[config.mk]
export PLATFORM = sky130hd
export DESIGN_NAME = qdac_front
export DESIGN_NICKNAME = d
export VERILOG_FILES = /design/src/rtl/qdac_pkg.sv /design/src/rtl/qdac_sync.sv /design/src/rtl/qdac_shift.sv /design/src/rtl/qdac_bank.sv /design/src/rtl/qdac_front.sv
export SDC_FILE = /design/constraint.sdc
export NUM_CORES = 1
export LEC_CHECK = 0
export BUFFER_PORTS_ARGS = -buffer_cell sky130_fd_sc_hd__buf_2
export CAP_MARGIN = 20
export CELL_PAD_IN_SITES_DETAIL_PLACEMENT = 1
export CELL_PAD_IN_SITES_GLOBAL_PLACEMENT = 1
export CORE_ASPECT_RATIO = 1.1
export CORE_MARGIN = 1
export CORE_UTILIZATION = 30
export CTS_BUF_LIST = sky130_fd_sc_hd__clkbuf_2 sky130_fd_sc_hd__clkbuf_4 sky130_fd_sc_hd__clkbuf_8
export DETAILED_ROUTE_END_ITERATION = 7
export PLACE_DENSITY = 0.57
export RECOVER_POWER = 100
export SETUP_SLACK_MARGIN = 0.4
export SLEW_MARGIN = 20
export SYNTH_ARGS = -nofsm -noshare
export SYNTH_HDL_FRONTEND = slang
export SYNTH_HIERARCHICAL = 1
export SYNTH_SLANG_ARGS = --single-unit
[constraint.sdc]
create_clock -name clk -period 1.65 [get_ports clk]
set_input_delay 0.165 -clock clk [delete_from_list [all_inputs] [get_ports clk]]
set_output_delay 0.165 -clock clk [all_outputs]
set_load 0.01 [all_outputs]
[src/rtl/qdac_pkg.sv]
package qdac_pkg;
    parameter int DW = 12;
    parameter int AW = 2;
    parameter int WW = 16;
    parameter int SYNC_STAGES = 2;
    localparam int NCH = 1 << AW;

    typedef logic [DW-1:0] code_t;
    typedef logic [AW-1:0] addr_t;
    typedef logic [WW-1:0] word_t;

    function automatic code_t clear_code(input logic mid);
        return mid ? code_t'(code_t'(1) << (DW - 1)) : '0;
    endfunction
endpackage

[src/rtl/qdac_sync.sv]
module qdac_sync #(
    parameter int W = 1,
    parameter int STAGES = 2,
    parameter logic [W-1:0] RST_VAL = '0
) (
    input  logic         clk,
    input  logic         rst_n,
    input  logic [W-1:0] din,
    output logic [W-1:0] dout
);
    logic [STAGES-1:0][W-1:0] st_d, st_q;

    always_comb begin
        st_d[0] = din;
        for (int i = 1; i < STAGES; i++) begin
            st_d[i] = st_q[i-1];
        end
    end

    always_ff @(posedge clk or negedge rst_n) begin
        if (!rst_n) begin
            for (int i = 0; i < STAGES; i++) st_q[i] <= RST_VAL;
        end else begin
            st_q <= st_d;
        end
    end

    assign dout = st_q[STAGES-1];
endmodule

[src/rtl/qdac_shift.sv]
module qdac_shift
    import qdac_pkg::*;
(
    input  logic  clk,
    input  logic  rst_n,
    input  logic  sclk_s,
    input  logic  cs_s,
    input  logic  sdi_s,
    output addr_t addr_q,
    output code_t code_q
);
    typedef struct packed {
        word_t sr;
        logic  sclk_prev;
    } shift_st_t;

    shift_st_t st_d, st_q;
    logic      shift_en;

    always_comb begin
        st_d           = st_q;
        st_d.sclk_prev = sclk_s;
        shift_en       = sclk_s && !st_q.sclk_prev && !cs_s;
        if (shift_en) begin
            st_d.sr = {st_q.sr[WW-2:0], sdi_s};
        end
    end

    always_ff @(posedge clk or negedge rst_n) begin
        if (!rst_n) st_q <= '0;
        else        st_q <= st_d;
    end

    assign addr_q = st_q.sr[WW-1 -: AW];
    assign code_q = st_q.sr[DW-1:0];
endmodule

[src/rtl/qdac_bank.sv]
module qdac_bank
    import qdac_pkg::*;
(
    input  logic                   clk,
    input  logic                   rst_n,
    input  logic                   ld_s,
    input  logic                   clr_s,
    input  logic                   clr_mid_s,
    input  addr_t                  addr_q,
    input  code_t                  code_q,
    output logic [NCH-1:0][DW-1:0] ch_q
);
    typedef struct packed {
        logic [NCH-1:0][DW-1:0] ch;
        logic                   ld_prev;
    } bank_st_t;

    bank_st_t st_d, st_q;
    logic     ld_fall;

    always_comb begin
        st_d         = st_q;
        st_d.ld_prev = ld_s;
        ld_fall      = !ld_s && st_q.ld_prev;
        if (!clr_s) begin
            for (int i = 0; i < NCH; i++) st_d.ch[i] = clear_code(clr_mid_s);
        end else if (ld_fall) begin
            st_d.ch[addr_q] = code_q;
        end
    end

    always_ff @(posedge clk or negedge rst_n) begin
        if (!rst_n) begin
            st_q.ch      <= '0;
            st_q.ld_prev <= 1'b1;
        end else begin
            st_q <= st_d;
        end
    end

    assign ch_q = st_q.ch;
endmodule

[src/rtl/qdac_front.sv]
module qdac_front
    import qdac_pkg::*;
(
    input  logic          clk,
    input  logic          rst_n,
    input  logic          sdi,
    input  logic          sclk,
    input  logic          cs_n,
    input  logic          ld_n,
    input  logic          clr_n,
    input  logic          clr_mid,
    output logic [DW-1:0] dac_a,
    output logic [DW-1:0] dac_b,
    output logic [DW-1:0] dac_c,
    output logic [DW-1:0] dac_d
);
    localparam int NIN = 6;
    // idle levels: clr_mid=0, clr_n=1, ld_n=1, cs_n=1, sclk=0, sdi=0
    localparam logic [NIN-1:0] IDLE = 6'b011100;

    logic [NIN-1:0]         in_s;
    logic                   clr_mid_s, clr_s, ld_s, cs_s, sclk_s, sdi_s;
    addr_t                  addr_q;
    code_t                  code_q;
    logic [NCH-1:0][DW-1:0] ch_q;
    logic [DW-1:0]          ch_out [NCH];

    qdac_sync #(.W(NIN), .STAGES(SYNC_STAGES), .RST_VAL(IDLE)) u_sync (
        .clk  (clk),
        .rst_n(rst_n),
        .din  ({clr_mid, clr_n, ld_n, cs_n, sclk, sdi}),
        .dout (in_s)
    );

    assign {clr_mid_s, clr_s, ld_s, cs_s, sclk_s, sdi_s} = in_s;

    qdac_shift u_shift (
        .clk   (clk),
        .rst_n (rst_n),
        .sclk_s(sclk_s),
        .cs_s  (cs_s),
        .sdi_s (sdi_s),
        .addr_q(addr_q),
        .code_q(code_q)
    );

    qdac_bank u_bank (
        .clk      (clk),
        .rst_n    (rst_n),
        .ld_s     (ld_s),
        .clr_s    (clr_s),
        .clr_mid_s(clr_mid_s),
        .addr_q   (addr_q),
        .code_q   (code_q),
        .ch_q     (ch_q)
    );

    for (genvar g = 0; g < NCH; g++) begin : g_out
        assign ch_out[g] = ch_q[g];
    end

    assign dac_a = ch_out[0];
    assign dac_b = ch_out[1];
    assign dac_c = ch_out[2];
    assign dac_d = ch_out[3];
endmodule

==> results.md, run 1 <==
* Clk pin slew, worst setup/hold paths at 0.08 ns
* Final nets at 363
* Non-filler cells, final at 510
* Startpoint Class: flop
* First-pass detailed-route iteration total at 4
* Vias in the first global route at 2,300
* Setup crit end kind: flop
* GRT overflow at 0
* Reg area at 1960 um2
* Worst-Margin Slew at 0.889 ns
* Cell variety after synth at 20
* Worst EP required at 1.90 ns
* Maximum VDD drop at 449 uV
* FP Rows at 41
* Ant diodes at 0
* Routed WL per cell at 16.1 um
* Setup TNS at 0 ns
* Sequential element share of the synthesized area at 55.4%
* Crit path arrival time at 1.78 ns
* DR iter-0 viols at 109
* Post-DRT Antenna Nets at 0
* Setup CP Type: reg -> reg
* MaxCap Viol Count at 0
* Synth Instances at 327
* Die height at 116 um
* Metal2 WL at 3900 um
* RSZ-0062 raised after global routing: true
* Pwr/cell area at 1080 nW/um2
* Clock sink count at 78
* Async set-reset flop share out of synthesis at 100%
* P_int at 3310 uW
* Multi-input gate area at 1150 um2
* DP Area at 3610 um2
* Status: finished clean
* Die width at 106 um
* Slew Limit Headroom at 40.8%
* Syn Std Cell Area at 3540 um2
* Largest net degree at the start of global routing at 40
* Count leader, synth: nand2_1
* WL final at 8200 um
* Post-synth EDFFs at 0
* Comb pwr share at 7.6%
* Area grow syn2layout at 16.6%
* Core footprint at 11,500 um2
* Global-route wire length before repair at 12,400 um
* H-Tree Depth at 3
* CTS Root Cell: clkbuf_8
* Minimum clock period at 1.53 ns
* Top cells by area, synth: dfrtp_1, buf_4, nand2_1, a21boi_1, dfstp_2
* PortBufs at 55
* Final Cell Area at 4120 um2
* Final hold violation count at 0
* Clock insertion delay at the later pin of the skew report at 0.36 ns
* Worst hold path class: in -> async
* Worst Clk Skew at 0.0104 ns
* Share of layout cells above drive strength 1 at 27.2%
* Largest area contributor in the netlist: dfrtp_1
* Worst-path fanout max at 6
* RD Place Congestion at 0.696
* Max Used Layer: met4
* Post-route setup slack at 0.122 ns
* Fmax achieved at 655 MHz
* CTS tree: yes
* Place WS at 0.164 ns
* Initial antenna violation count at 0
* GRT Overall Usage at 13.6%
* Met1 wire length at 3900 um
* Sequential power share at 52.5%
* Fillers at 1,313
* Pins over their slew limit at 0
* Met3 wire len at 260 um
* Num CTS Buffers at 9
* Final Cycle Share at 92.6%
* Post-synth top cells: nand2_1, dfrtp_1, buf_4, a21boi_1, mux2_2
* Ys flop type: dfrtp_1
* DR vias at 2,277
* Post-Syn Nets at 335
* Switching fraction of total power at 25.3%
* DP HPWL at 4930 um
* I/O Pins at 56
* # DRC at 0
* Final setup fails at 0
* Sw power at 1120 uW
* Post-Place Cells at 466
* Post-synth top area share at 50.2%
* Worst-case clock buffer depth at 2
* Die area at 12,200 um2
* DR vias/cell at 4.46
* Synth Warn # at 6
* Average cell area after synthesis at 10.8 um2
* Starting Density at 30.8%
* Leakage at 0.00179 uW
* Clock Power Share at 39.9%
* Synthesis-stage register bit count at 78
-- power by group through the flow --
| stage | sequential [uW] | clock, uW | combinational [uW] |
|---|---|---|---|
| 6_report | 2330 | 1770 | 339 |
| 5_1_grt | 2360 | 1880 | 379 |
| 4_1_cts | 2310 | 1810 | 387 |
| 3_5_place_dp | 2350 | 0 | 360 |
| 3_3_place_gp | 2340 | 0 | 350 |
| 2_1_floorplan | 2170 | 0 | 468 |
-- critical path, stage by stage, from the launching register on --
cell and delay (ns):
dfstp_2 0.58, clkbuf_1 0.14, or4b_4 0.53, nand2_1 0.11
a21boi_1 0.06
-- state kept, by name, summed over array words and instances, names as in the netlist --
name and count:
u_sync/dout 6, u_shift/addr_q 2, u_shift/code_q 12, u_sync/st_d 6, u_bank/st_q 1, u_bank/ch_q 48, u_shift/st_q 3
-- layout by cell type, fill, tap and decap left out, drive strengths merged --
master,n
nand2,92
dfrtp,71
clkbuf,67
a21boi,44
buf,32
mux2,16
dlygate4sd3,7
dfstp,7
a31oi,4
bufinv,3
nand4b,3
or4b,2
and4bb,2
nor2,2
nand4bb,2
clkinv,1
nor4b,1
and4b,1
nand4,1
nand3,1
nor3b,1
-- per-stage QoR --
| stage | total power (uW) | util [%] | hold slack, ns |
|---|---|---|---|
| after global routing | 4620 | 35.9 | 0.216 |
| final | 4440 | 35.9 | 0.210 |
| after global placement | 2690 | 31.4 | 0.0604 |
| after detailed placement | 2710 | 31.4 | 0.0608 |
| after floorplan | 2640 | - | -0.131 |
| after CTS | 4510 | 34.8 | 0.214 |
-- what timing repair did --
action	in CTS	in global routing
resized for setup	12	50
pin swaps	22	19
hold endpoints to repair	63	0
cloned	1	3
hold buffers	7	0
setup buffers	5	12
endpoints found under the setup margin	55	64
-- cell type report --
type	count	area share [%]
flip-flops and latches	78	47.6
multi-input cells	172	27.9
repair buffers	94	13.9
clock buffers	12	3.70
well taps	150	4.55
clock inverters	4	2.31
-- logic make-up (layout without fill, tap and decap cells) --
group,Yosys count,after routing,share of synthesized area (%)
flops,78,78,55.4
simple gates,107,108,13.9
buf+inv,78,110,15.5
compound gates,48,48,10.0
mux,16,16,5.10
-- routing by layer --
metal,vias to the layer above,GRT usage (%)
met5,-,0
met4,0,6.39
met3,11,2.25
met2,41,22.4
met1,1153,17.5
li1,1072,-
-- worst paths after layout --
kind	start	end	slack (ns)	cells past startpoint
max	u_bank/st_q[0]$_DFF_PN1_	u_bank/ch_q[9]$_DFFE_PN0P_	0.12	4
min	rst_n	u_sync/dout[0]$_DFF_PN0_	0.21	2
max reg2reg	u_bank/st_q[0]$_DFF_PN1_	u_bank/ch_q[9]$_DFFE_PN0P_	0.12	4
min reg2reg	u_sync/st_d[6]$_DFF_PN0_	u_sync/dout[0]$_DFF_PN0_	0.35	0
max in group asynchronous	rst_n	u_bank/ch_q[27]$_DFFE_PN0P_	0.30	3
min in group clk	u_sync/st_d[6]$_DFF_PN0_	u_sync/dout[0]$_DFF_PN0_	0.35	0
Power figures use the tool's default switching activity.
==> inputs of run 2 (changes only) <==
CELL_PAD_IN_SITES_DETAIL_PLACEMENT = default   (was 1)
CELL_PAD_IN_SITES_GLOBAL_PLACEMENT = default   (was 1)
PLACE_DENSITY = 0.48   (was 0.57)
==> results.md, run 2 (synthesis gave the netlist of run 1 again) <==
* WP buf/inv at 1
* Fillers at 1,219
* Crit path arrival time at 1.79 ns
* Final Cell Area at 4030 um2
* DP HPWL at 4720 um
* Non-filler cells, final at 503
* Final Cycle Share at 90.7%
* Area grow syn2layout at 14.1%
* Worst hold path class: reg -> reg
* Setup CP Type: reg -> reg
* Minimum clock period at 1.50 ns
* H-Tree Depth at 3
* Final setup fails at 0
* Cell Chain, Critical Path: and4bb_1 > clkbuf_2 > nand2_2 > a21boi_2
* GRT overflow at 0
* Global-route wire length before repair at 12,300 um
* Max incr delay on CP at 0.59 ns
* WL final at 7980 um
* Routed WL per cell at 15.9 um
* Worst hold start: u_sync/st_d[11]$_DFF_PN0_
* Most common cell after layout, fill and taps aside: nand2_1
* Pins over their slew limit at 0
* DR iter-0 viols at 46
* Hold endpoint: u_sync/dout[5]$_DFF_PN0_
* Final hold violation count at 0
* Die height at 116 um
* Post-Place Cells at 465
* GRT Overall Usage at 13.3%
* PortBufs at 55
* RR Endpoint: u_bank/ch_q[33]$_DFFE_PN0P_
* RSZ-0062 raised after global routing: true
* Ant diodes at 0
* Worst-Margin Slew at 0.679 ns
* Clock sink count at 78
* Commonest non-fill, non-tap cells in the layout: nand2_1, dfrtp_1, clkbuf_1, a21boi_1, nand2_2
* Worst-case clock buffer depth at 2
* Share of layout cells above drive strength 1 at 26.6%
* Die width at 106 um
* RD Place Congestion at 0.724
* Clock insertion delay at the later pin of the skew report at 0.35 ns
* Post-DRT Antenna Nets at 0
* DR vias/cell at 4.47
* Worst-path fanout max at 6
* Pwr/cell area at 1010 nW/um2
* Num CTS Buffers at 9
* Startpoint Class: flop
* DP Area at 3610 um2
* Die area at 12,200 um2
* # DRC at 0
* Starting Density at 30.8%
* CTS tree: yes
* Leakage at 0.00172 uW
* Status: finished clean
* Worst Clk Skew at 0.00904 ns
* Core footprint at 11,500 um2
* Crit path max-delay family: flip-flops
* First-pass detailed-route iteration total at 4
* Max reg flops at 48
* FP Rows at 41
* Hold depth at 0
* Largest net degree at the start of global routing at 39
* Vias in the first global route at 2,263
* Reg2Reg Depth at 4
* I/O Pins at 56
* MaxCap Viol Count at 0
* Slew Limit Headroom at 54.8%
* Worst reg2reg path startpoint: u_bank/st_q[0]$_DFF_PN1_
* R2r setup slk at 0.15 ns
* Critical-path top delay cell: dfstp_2
* Setup TNS at 0 ns
* Initial antenna violation count at 0
* Setup crit end kind: flop
* CTS Root Cell: clkbuf_8
* Fmax achieved at 668 MHz
* Clk pin slew, worst setup/hold paths at 0.08 ns
* Maximum VDD drop at 474 uV
* DR vias at 2,250
* Final nets at 356
* Worst EP required at 1.94 ns
* Final core utilization at 35.1%
==> run 2: final cells by class <==
cell class              instances  area (um2)  share of cell area (%)
flip-flops and latches         78        1960                    48.7
multi-input cells             172        1160                    28.8
repair buffers                 87         524                    13.0
well taps                     150         188                    4.65
clock buffers                  10         138                    3.41
clock inverters                 6        61.3                    1.52
==> run 2: how the worst max path moves through the flow <==
stage | from | endpoint | slack, ns | cells past startpoint
3_3_place_gp | u_shift/addr_q[1]$_DFFE_PN0P_ | u_bank/ch_q[11]$_DFFE_PN0P_ | 0.19 | 3
2_1_floorplan | u_bank/st_q[0]$_DFF_PN1_ | u_bank/ch_q[11]$_DFFE_PN0P_ | 0.23 | 4
3_5_place_dp | u_shift/addr_q[1]$_DFFE_PN0P_ | u_bank/ch_q[11]$_DFFE_PN0P_ | 0.17 | 3
5_1_grt | u_sync/dout[3]$_DFF_PN1_ | u_bank/ch_q[19]$_DFFE_PN0P_ | 0.1 | 5
4_1_cts | u_bank/st_q[0]$_DFF_PN1_ | u_bank/ch_q[37]$_DFFE_PN0P_ | 0.25 | 5
6_report | u_bank/st_q[0]$_DFF_PN1_ | u_bank/ch_q[33]$_DFFE_PN0P_ | 0.15 | 4
==> run 2: repair_timing <==
action / 4_1_cts / 5_1_grt
gates cloned: 2 / 3
pin swaps: 26 / 6
hold buffers: 7 / 0
setup endpoints to repair: 54 / 64
resized for setup: 25 / 40
buffers inserted: 8 / 2
hold endpoints to repair: 25 / 0
==> run 2: where the power goes <==
part / leakage [uW] / internal [uW] / switching (uW) / total (uW)
clock network: 0.000102 / 734 / 703 / 1440
logic: 0.000595 / 172 / 146 / 318
registers: 0.00102 / 2050 / 274 / 2330
==> run 2: per-layer routing <==
metal	routed length (um)	up-vias	global-route usage, %
li1	-	1059	-
met1	3910	1121	18.1
met2	3670	60	20.7
met3	306	10	3.32
met4	89	0	4.63
met5	0	-	0
==> run 2: per-stage QoR <==
step	setup WS (ns)	total power (uW)	hold WS, ns
5_1_grt	0.0976	4280	0.362
3_3_place_gp	0.193	2700	0.0946
3_5_place_dp	0.170	2700	0.0973
4_1_cts	0.249	4200	0.259
2_1_floorplan	0.234	2640	-0.131
6_report	0.154	4090	0.355
==> inputs of run 3 (changes only) <==
CORE_UTILIZATION = 50   (was 30)
PLACE_DENSITY = 0.72   (was 0.48)
==> results.md, run 3 (synthesis gave the netlist of run 1 again) <==
* CTS tree: yes
* Setup crit end kind: flop
* Post-route setup slack at 0.0776 ns
* Global-route wire length before repair at 11,100 um
* Starting Density at 52.7%
* Max incr delay on CP at 0.65 ns
* Pwr/cell area at 1110 nW/um2
* DR iter-0 viols at 160
* H-Tree Depth at 3
* Most common cell after layout, fill and taps aside: nand2_1
* Largest net degree at the start of global routing at 49
* DP HPWL at 4230 um
* Fmax achieved at 636 MHz
* GRT overflow at 0
* Minimum clock period at 1.57 ns
* Worst reg2reg path startpoint: u_bank/st_q[0]$_DFF_PN1_
* Clk pin slew, worst setup/hold paths at 0.08 ns
* Clock sink count at 78
* Fillers at 586
* Final hold violation count at 0
* Setup CP Type: reg -> reg
* RD Place Congestion at 0.764
* MaxCap Viol Count at 0
* Share of layout cells above drive strength 1 at 24.4%
* GRT Overall Usage at 20.8%
* CTS Root Cell: clkbuf_8
* Post-Place Cells at 396
* Startpoint Class: flop
* DR vias at 2,272
* Leakage at 0.00171 uW
* Hold slack at 0.353 ns
* Ant diodes at 0
* Pins over their slew limit at 0
* Worst Clk Skew at 0.00667 ns
* Worst EP required at 1.91 ns
* Num CTS Buffers at 9
* # DRC at 0
* Non-filler cells, final at 430
* PortBufs at 55
* Core footprint at 6710 um2
* First-pass detailed-route iteration total at 4
* Final nets at 351
* Setup TNS at 0 ns
* Final Cycle Share at 95.3%
* Clock insertion delay at the later pin of the skew report at 0.35 ns
* Critical path startpoint: u_bank/st_q[0]$_DFF_PN1_
* Area grow syn2layout at 12.4%
* DR vias/cell at 5.28
* Slew Limit Headroom at 46.4%
* WL final at 7190 um
* Worst-path fanout max at 8
* Worst hold start: u_sync/st_d[6]$_DFF_PN0_
* Initial antenna violation count at 0
* Vias in the first global route at 2,173
* Worst hold path class: reg -> reg
* Final setup fails at 0
* Worst-Margin Slew at 0.804 ns
* Crit path arrival time at 1.83 ns
* Maximum VDD drop at 613 uV
* Die area at 7410 um2
* Die height at 90.2 um
* Status: finished clean
* FP Rows at 31
* I/O Pins at 56
* Routed WL per cell at 16.7 um
* Cell Chain, Critical Path: and4bb_2 > buf_6 > nand4b_1 > a31oi_1
* Final Total Pwr at 4410 uW
* Critical-path top delay cell: dfstp_1
* Worst-case clock buffer depth at 2
* Post-DRT Antenna Nets at 0
* Place WS at 0.143 ns
* Die width at 82.2 um
* Max reg flops at 48
* RSZ-0062 raised after global routing: true
* Commonest non-fill, non-tap cells in the layout: nand2_1, dfrtp_1, clkbuf_1, a21boi_0, a21boi_1
-- run 3: changes by cell type in the layout (fill, tap and decap cells not counted), sizes merged --
| cell | before | now |
|---|---|---|
| buf | 24 | 25 |
| clkbuf | 66 | 61 |
| inv | 0 | 1 |
| clkinvlp | 1 | 0 |
| bufinv | 1 | 3 |
| clkinv | 4 | 1 |
-- run 3: final timing paths --
path,to,slack (ns),cells past startpoint
worst max-delay path,u_bank/ch_q[35]$_DFFE_PN0P_,0.08,4
worst min-delay path,u_sync/dout[0]$_DFF_PN0_,0.35,0
worst max register to register,u_bank/ch_q[35]$_DFFE_PN0P_,0.08,4
worst min register to register,u_sync/dout[0]$_DFF_PN0_,0.35,0
max in group asynchronous,u_sync/st_d[10]$_DFF_PN1_,0.44,3
min in group asynchronous,u_bank/ch_q[16]$_DFFE_PN0P_,0.43,2
-- run 3: per-stage QoR --
stage / util [%] / instance area, um2
finish: 59.2 / 3970
global route: 59.2 / 3970
detailed placement: 52.3 / 3510
global placement: 52.3 / 3510
CTS: 58.5 / 3930
floorplan: - / 3620
-- run 3: layer usage --
metal	GRT usage, %	share of wire [%]
met5	0	0
met3	4.57	6.1
met2	32.3	49
met1	26.5	43
met4	11.3	1.8
-- run 3: layout make-up --
cell class                      instances  area, um2  area share [%]
Clock inverter                          5        104            2.61
Tap cell                               82        103            2.58
Timing Repair Buffer                   82        519            13.1
Clock buffer                           11        151            3.81
Multi-Input combinational cell        172       1130            28.5
Sequential cell                        78       1960            49.4
-- run 3: worst max-delay path, delay by kind of cell (launching register included) --
kind	cells	cell delay (ns)
compound gates	1	0.21
buf+inv	1	0.14
flops	1	0.65
simple gates	2	0.49
-- run 3: what timing repair did --
item,in CTS,in global routing
hold endpoints to repair,36,0
gates cloned,2,2
pin swaps,15,11
buffers inserted,4,3
endpoints found under the setup margin,62,64
resized for setup,18,37
hold buffers,7,0
-- run 3: report_power, final --
part | switching [uW] | internal [uW]
Combinational | 150 | 170
Sequential | 252 | 2050
Clock | 696 | 1090
Total | 1100 | 3310
